[src/rtl/mal_pkg.sv]
package mal_pkg;
  typedef enum logic [1:0] {
    ST_IDLE       = 2'd0,
    ST_HAVE_UPPER = 2'd1,
    ST_OE_SEEN    = 2'd2
  } phase_e;

  typedef struct packed {
    logic ce_n;
    logic we_n;
    logic oe_n;
    logic strb_n;
  } ctrl_t;
endpackage

[src/rtl/mal_sync.sv]
module mal_sync #(
  parameter int W = 1,
  parameter int STAGES = 2,
  parameter logic [W-1:0] RST_VAL = '0
) (
  input  logic         clk,
  input  logic         rst,
  input  logic [W-1:0] d,
  output logic [W-1:0] q
);
  logic [STAGES-1:0][W-1:0] stg_q;

  always_ff @(posedge clk) begin
    if (rst) begin
      stg_q <= {STAGES{RST_VAL}};
    end else begin
      stg_q[0] <= d;
      for (int i = 1; i < STAGES; i++) stg_q[i] <= stg_q[i-1];
    end
  end

  assign q = stg_q[STAGES-1];
endmodule

[src/rtl/mal_strobe_det.sv]
module mal_strobe_det #(
  parameter int MIN_LOW = 2
) (
  input  logic clk,
  input  logic rst,
  input  logic strb_n_s,
  output logic fall,
  output logic rise_long,
  output logic rise_short
);
  localparam int CW = $clog2(MIN_LOW + 1);

  logic          prev_q;
  logic [CW-1:0] low_cnt_q;
  logic          rise;
  logic          long_enough;

  always_ff @(posedge clk) begin
    if (rst) begin
      prev_q    <= 1'b1;
      low_cnt_q <= '0;
    end else begin
      prev_q <= strb_n_s;
      if (strb_n_s)
        low_cnt_q <= '0;
      else if (low_cnt_q != CW'(MIN_LOW))
        low_cnt_q <= low_cnt_q + 1'b1;
    end
  end

  always_comb begin
    fall        = prev_q & ~strb_n_s;
    rise        = ~prev_q & strb_n_s;
    long_enough = (low_cnt_q >= CW'(MIN_LOW));
    rise_long   = rise & long_enough;
    rise_short  = rise & ~long_enough;
  end
endmodule

[src/rtl/mal_phase_ctrl.sv]
module mal_phase_ctrl
  import mal_pkg::*;
#(
  parameter int BUS_W = 16
) (
  input  logic               clk,
  input  logic               rst,
  input  logic               cfg_async,
  input  logic               ce_n_s,
  input  logic               we_n_s,
  input  logic               oe_n_s,
  input  logic [BUS_W-1:0]   bus_s,
  input  logic               fall,
  input  logic               rise_long,
  output logic [2*BUS_W-1:0] addr_q,
  output logic               valid_q,
  output phase_e             st_q,
  output logic               qual_q
);
  logic [BUS_W-1:0] upper_q;
  logic             abort;
  logic             take;

  assign abort = ce_n_s | ~cfg_async;
  assign take  = rise_long & qual_q;

  // qualification is decided at the strobe fall and held until the rise
  always_ff @(posedge clk) begin
    if (rst)             qual_q <= 1'b0;
    else if (abort)      qual_q <= 1'b0;
    else if (fall)       qual_q <= we_n_s & oe_n_s;
    else if (rise_long)  qual_q <= 1'b0;
  end

  always_ff @(posedge clk) begin
    if (rst) begin
      st_q    <= ST_IDLE;
      upper_q <= '0;
      addr_q  <= '0;
      valid_q <= 1'b0;
    end else begin
      valid_q <= 1'b0;
      if (abort) begin
        st_q <= ST_IDLE;
      end else begin
        unique case (st_q)
          ST_IDLE: begin
            if (take) begin
              upper_q <= bus_s;
              st_q    <= ST_HAVE_UPPER;
            end
          end
          ST_HAVE_UPPER: begin
            if (take)         upper_q <= bus_s;
            else if (!oe_n_s) st_q    <= ST_OE_SEEN;
          end
          ST_OE_SEEN: begin
            if (take) begin
              addr_q  <= {upper_q, bus_s};
              valid_q <= 1'b1;
              st_q    <= ST_IDLE;
            end
          end
          default: st_q <= ST_IDLE;
        endcase
      end
    end
  end
endmodule

[src/rtl/mux_addr_latch.sv]
module mux_addr_latch
  import mal_pkg::*;
#(
  parameter int BUS_W = 16,
  parameter int ARRAY_W = 22,
  parameter int SYNC_STAGES = 2,
  parameter int MIN_LOW = 2
) (
  input  logic               clk,
  input  logic               rst,
  input  logic               cfg_async,
  input  logic               ce_n,
  input  logic               we_n,
  input  logic               oe_n,
  input  logic               strb_n,
  input  logic [BUS_W-1:0]   ad_bus,
  output logic [2*BUS_W-1:0] addr_out,
  output logic [ARRAY_W-1:0] arr_idx,
  output logic               addr_valid
);
  localparam int ADDR_W = 2 * BUS_W;
  localparam int CTRL_W = $bits(ctrl_t);

  ctrl_t             ctrl_raw;
  logic [CTRL_W-1:0] ctrl_q;
  ctrl_t             ctrl_s;
  logic [BUS_W-1:0]  bus_s;
  logic              fall, rise_long, rise_short;
  phase_e            st;
  logic              qual;
  logic [ADDR_W-1:0] addr_q;

  assign ctrl_raw = '{ce_n: ce_n, we_n: we_n, oe_n: oe_n, strb_n: strb_n};

  mal_sync #(.W(CTRL_W), .STAGES(SYNC_STAGES), .RST_VAL('1)) u_ctrl_sync (
    .clk(clk), .rst(rst), .d(ctrl_raw), .q(ctrl_q)
  );
  assign ctrl_s = ctrl_t'(ctrl_q);

  // bus goes through the same depth so it lines up with the strobe edges
  mal_sync #(.W(BUS_W), .STAGES(SYNC_STAGES), .RST_VAL('0)) u_bus_sync (
    .clk(clk), .rst(rst), .d(ad_bus), .q(bus_s)
  );

  mal_strobe_det #(.MIN_LOW(MIN_LOW)) u_det (
    .clk(clk), .rst(rst), .strb_n_s(ctrl_s.strb_n),
    .fall(fall), .rise_long(rise_long), .rise_short(rise_short)
  );

  mal_phase_ctrl #(.BUS_W(BUS_W)) u_ctrl (
    .clk(clk), .rst(rst), .cfg_async(cfg_async),
    .ce_n_s(ctrl_s.ce_n), .we_n_s(ctrl_s.we_n), .oe_n_s(ctrl_s.oe_n),
    .bus_s(bus_s), .fall(fall), .rise_long(rise_long),
    .addr_q(addr_q), .valid_q(addr_valid), .st_q(st), .qual_q(qual)
  );

  assign addr_out = addr_q;
  assign arr_idx  = addr_q[ARRAY_W-1:0];
endmodule

[config.mk]
export PLATFORM = sky130hd
export DESIGN_NAME = mux_addr_latch
export DESIGN_NICKNAME = d
export VERILOG_FILES = /design/src/rtl/mal_pkg.sv /design/src/rtl/mal_sync.sv /design/src/rtl/mal_strobe_det.sv /design/src/rtl/mal_phase_ctrl.sv /design/src/rtl/mux_addr_latch.sv
export SDC_FILE = /design/constraint.sdc
export NUM_CORES = 1
export LEC_CHECK = 0
export ABC_AREA = 1
export BUFFER_PORTS_ARGS = -buffer_cell sky130_fd_sc_hd__buf_2
export CAP_MARGIN = 20
export CORE_MARGIN = 2
export CORE_UTILIZATION = 43
export CTS_BUF_LIST = sky130_fd_sc_hd__clkbuf_16
export CTS_CLUSTER_SIZE = 10
export DETAILED_ROUTE_END_ITERATION = 16
export PLACE_DENSITY = 0.65
export SLEW_MARGIN = 10
export SYNTH_ARGS = -nofsm -noshare
export SYNTH_HDL_FRONTEND = slang
export SYNTH_SLANG_ARGS = --single-unit
[constraint.sdc]
create_clock -name clk -period 2 [get_ports clk]
set_input_delay 0.1 -clock clk [delete_from_list [all_inputs] [get_ports clk]]
set_output_delay 0.1 -clock clk [all_outputs]
set_load 0.05 [all_outputs]
* Yosys cells after proc, flatten, opt, wreduce, memory -nomap -nowiden
Index checks and enable logic that the tools add are counted.
Cells by class: add/subtract/negate cells 1, $lt $le $gt $ge 1, eq/ne operators 7, muxes and demuxes 8, bitwise gates (word level) 11, reductions and logical operators 9
Operator list (number):
- 2-bit 2-to-1 mux | 4
- 2-bit != test, second input constant | 3
- 2-bit one-hot mux with 3 select lines | 1
- 3-bit AND reduction | 2
- 2-bit OR reduction | 3
- 1-bit bitwise AND | 5
- 1-bit NOT | 5
- 2-bit by 1-bit != test with 1-bit output, second input constant | 2
- 4-bit AND reduction | 1
- 1-bit 2-to-1 mux | 3
- 3-bit OR reduction | 1
- 2-bit by 1-bit adder with 2-bit output, second input constant | 1
- 2-bit by 1-bit equality test with 1-bit output, second input constant | 1
- 2-bit equality test, second input constant | 1
- 2-bit >= comparator, second input constant | 1
- 2-bit logical NOT | 1
- 2-bit nonzero test | 1
- 1-bit OR | 1
Word-level totals: register bits 95, input bits 23

* Longest topological paths before layout
depth after elaboration 6, mapped depth 11, gate-level depth less buffers 9

* By module
A second synthesis with hierarchy kept.
Unflattened totals: cell total of the unflattened synthesis 509, area total of the unflattened synthesis 3847.4 sq um
By module, submodules not included:
- mal_phase_ctrl | instances 1, cells an instance 320, area each 2245.9 sq um
- mal_sync (u_bus_sync) | instances 1, cells an instance 115, area each 1034.7 sq um
- mal_sync (u_ctrl_sync) | instances 1, cells an instance 29, area each 254.0 sq um
- mux_addr_latch | instances 1, cells an instance 22, area each 165.2 sq um
- mal_strobe_det | instances 1, cells an instance 23, area each 147.6 sq um

* Least setup slack after synthesis
Ideal clock, no wire load.
kind reg-to-reg, from reg u_det.low_cnt_q[0], to reg u_ctrl.addr_q[11], library setup time 0.114 ns, arrival time 1.288 ns, path slack 0.598 ns, stages on the path, launching flop included 12, cell sequence dfxtp_1 inv_1 ha_1 inv_2 nand2_1 nand2_1 nor2_2 buf_4 buf_6 nand3_1 nand2_1 nor2_1
Between the ends: cells in the longest elaborated chain, start to end 4
Ends and longest elaborated chain:
- start, declared | RTL line mal_strobe_det.sv:14 | logic [CW-1:0] low_cnt_q;
- start signal, assigned | RTL line mal_strobe_det.sv:27 | low_cnt_q <= low_cnt_q + 1'b1;
- 2-bit >= comparator | RTL line mal_strobe_det.sv:34 | long_enough = (low_cnt_q >= CW'(MIN_LOW));
- 1-bit bitwise AND | RTL line mal_strobe_det.sv:35 | rise_long = rise & long_enough;
- 1-bit bitwise AND | RTL line mal_phase_ctrl.sv:25 | assign take = rise_long & qual_q;
- 3-bit AND reduction (no source line)
- end signal, assigned | RTL line mal_phase_ctrl.sv:59 | addr_q <= {upper_q, bus_s};
- end, declared | RTL line mal_phase_ctrl.sv:15 | output logic [2*BUS_W-1:0] addr_q,
No other way between the ends. A chain may end at the register's enable or synchronous reset.

* Worst setup path after layout
from reg u_det.low_cnt_q[0], to reg u_ctrl.addr_q[6]
The elaborated chain is that of the path after synthesis.

==> results.sh <==
export IMPL_hpwl_mm=4.28
export IMPL_syn_inst=483
export IMPL_grt_usage=0.157
export IMPL_worst_pin_slew_ns=0.602
export IMPL_antenna_left=0
export IMPL_yosysSeqAreaShare=0.518
export IMPL_worstPathArrival_ns=1.85
export IMPL_antenna_found_initial=0
export IMPL_crit_top_cell="nor2_1"
export IMPL_max_stage_delay_ns=0.38
export IMPL_hold_violations=0
export IMPL_dr_pass1_iters=4
export IMPL_cts_htree_levels=3
export IMPL_crit_buf_inv=2
export IMPL_routabilityCongestion=0.758
export IMPL_die_height_um=96.4
export IMPL_instances_no_fill=661
export IMPL_max_freq_mhz=635
export IMPL_ys_types=24
export IMPL_avgViaCountPerCell=4.30
export IMPL_setup_viol=0
export IMPL_dieWidth_um=96.4
export IMPL_cts_hold_buf=20
export IMPL_ys_ff_latch=95
export IMPL_synth_enable_flop_cells=0
export IMPL_core_area_um2=8260
export IMPL_setup_tns_ns=0
export IMPL_synthesis_nets=507
export IMPL_power_density_nw_per_um2=847
export IMPL_synth_area_per_cell_um2=7.60
export IMPL_r2r_start="u_det.low_cnt_q[0]"
export IMPL_io_buffers=77
export IMPL_grt_max_degree=49
export IMPL_synth_warnings=0
export IMPL_holdCritPathClass="input port to flop"
export IMPL_clock_sinks=95
export IMPL_async_flop_share=0
export IMPL_grt_pass1_vias=2602
export IMPL_dieArea_um2=9290
export IMPL_drv_slew=0
export IMPL_maxCapViolCount=0
export IMPL_tritoncts="done"
export IMPL_ir_worst_vdd_mv=0.403
export IMPL_clockRootBuffer="clkbuf_16"
export IMPL_std_cell_rows=33
export IMPL_cts_buffers=9
export IMPL_cp_top_family="simple AND/OR/NAND/NOR gates"
export IMPL_start_util=0.444
export IMPL_clkTransAtPathRegs_ns=0.06
export IMPL_synth_flop_cell="dfxtp_1"
export IMPL_drt_wl_total_mm=6.53
export IMPL_ios=78
export IMPL_drt_iter0_drc=93
export IMPL_nNetsFinal=575
export IMPL_wire_per_inst_um=9.87
export IMPL_path_cells="inv_1, ha_1, inv_2, nand2_1, nand3_4, nor2_8, nor2_1, nor2_1"
export IMPL_grt_pass1_wl_mm=11.2
export IMPL_slew_headroom=0.598
export IMPL_cp_slowest_cell="nor2_8"
export IMPL_syn_area_um2=3670
export IMPL_finalCritPeriodShare=0.787
export IMPL_leakage_nw=2.12
export IMPL_rsz0062_at_grt="false"
export IMPL_cp_required_ns=2.27
export IMPL_clk_latency_ns=0.34
export IMPL_cts_resized=0
export IMPL_path_max_fanout=32
export IMPL_areaGrowthSynthToFinish_pct=20.6
export IMPL_post_place_cells=625
export IMPL_cp_end_kind="flop"
export IMPL_crit_type="flop to flop"
export IMPL_drcViolationCount=0
export IMPL_skew_ns=0.00452
export IMPL_fin_crit_ns=1.57
export IMPL_n_antenna_cell=0
export IMPL_status="finished clean"
export IMPL_post_cts_buffers=0
export IMPL_start_kind="flop"
export IMPL_startpoint="u_det.low_cnt_q[0]"
export IMPL_clock_path_buffers=2
export IMPL_drive_gt1_frac=0.210
export IMPL_hold_start="cfg_async"
export IMPL_grt_overflow=0
export IMPL_route_vias_total=2841
-- stage by stage --
stage	setup slack, ns	hold WS (ns)	power [mW]	utilization	area [µm²]
2_1_floorplan	0.598	0.204	2.07	-	3670
3_3_place_gp	0.490	0.283	2.11	0.477	3940
3_5_place_dp	0.460	0.286	2.12	0.477	3940
4_1_cts	0.393	0.102	3.79	0.536	4430
5_1_grt	0.253	0.145	3.91	0.536	4430
6_report	0.425	0.114	3.75	0.536	4430
-- cell usage after synthesis (2+ instances only) --
cell type | instances | area [µm²]
buf_4 | 24 | 180
nor2_4 | 4 | 45.0
nand2_2 | 2 | 12.5
a21oi_1 | 3 | 15.0
buf_2 | 7 | 35.0
nand2_1 | 57 | 214
dfxtp_1 | 95 | 1900
inv_2 | 4 | 15.0
buf_1 | 4 | 15.0
clkbuf_1 | 5 | 18.8
nor2_1 | 133 | 499
or2_2 | 8 | 50.1
buf_6 | 5 | 56.3
inv_1 | 74 | 278
nand3_1 | 49 | 245
-- layout make-up --
class | count | area, µm²
inverters | 78 | 293
clock inverters | 7 | 63.8
repair buffers | 102 | 636
well taps | 105 | 131
fillers | 822 | 3830
flip-flops and latches | 95 | 1900
multi-input cells | 265 | 1170
clock buffers | 9 | 225
-- report_power, final --
group,internal (mW),switching (mW),total [mW]
Combinational,0.0766,0.0836,0.160
Sequential,1.93,0.0107,1.94
Clock,0.959,0.689,1.65
Total,2.97,0.784,3.75
-- path summary, 6_finish.rpt --
path                            cells after the start          endpoint  slack, ns
worst min-delay path                                5     u_ctrl.qual_q       0.11
worst max-delay path                                8  u_ctrl.addr_q[6]       0.43
worst min register to register                      2   u_bus_sync.q[5]       0.40
worst max register to register                      8  u_ctrl.addr_q[6]       0.43
-- sequential cells by signal (all words and copies together) (netlist names) --
signal	count
u_ctrl.upper_q	16
u_ctrl.addr_q	32
u_ctrl.st_q	2
u_bus_sync.q	16
u_ctrl_sync.stg_q	4
u_bus_sync.stg_q	16
u_ctrl.valid_q	1
u_det.prev_q	1
u_det.low_cnt_q	2
u_ctrl.qual_q	1
u_ctrl_sync.q	4
-- cell usage in the layout, fill, tap and decap left out --
cell	instances
ha_1	1
nand3_4	1
nand3_1	49
a211oi_1	1
buf_4	4
nor2_1	133
inv_1	75
dfxtp_1	95
o21ai_0	1
clkinv_2	2
clkbuf_16	9
clkinv_1	1
nor2_8	1
nand3b_1	1
buf_12	1
dlygate4sd3_1	20
clkinvlp_4	1
nand2_1	57
bufinv_16	1
buf_2	77
or2_2	8
o211ai_1	1
a21oi_1	3
nor3_1	1
inv_2	4
inv_6	1
nor2_4	5
nand2_2	2
-- tightest hold or removal path, cell delays in order --
cell and delay (ns):
buf_2 0.11, inv_1 0.04, nor2_1 0.04, nand2_1 0.07
a21oi_1 0.04
-- metal layers --
metal / vias to the layer above / part of all wire / global-route usage
met3: 14 / 0.045 / 0.0326
met5: - / 0 / 0
met1: 1229 / 0.47 / 0.193
li1: 1531 / - / -
met4: 0 / 0.028 / 0.0951
met2: 67 / 0.45 / 0.252
-- cell families after synthesis --
group           count (synthesis)  synth area share
buf+inv                       123             0.163
compound gates                  6           0.00955
fa+ha+maj                       1           0.00341
simple gates                  258             0.306
flops                          95             0.518
Power figures use the tool's default switching activity.
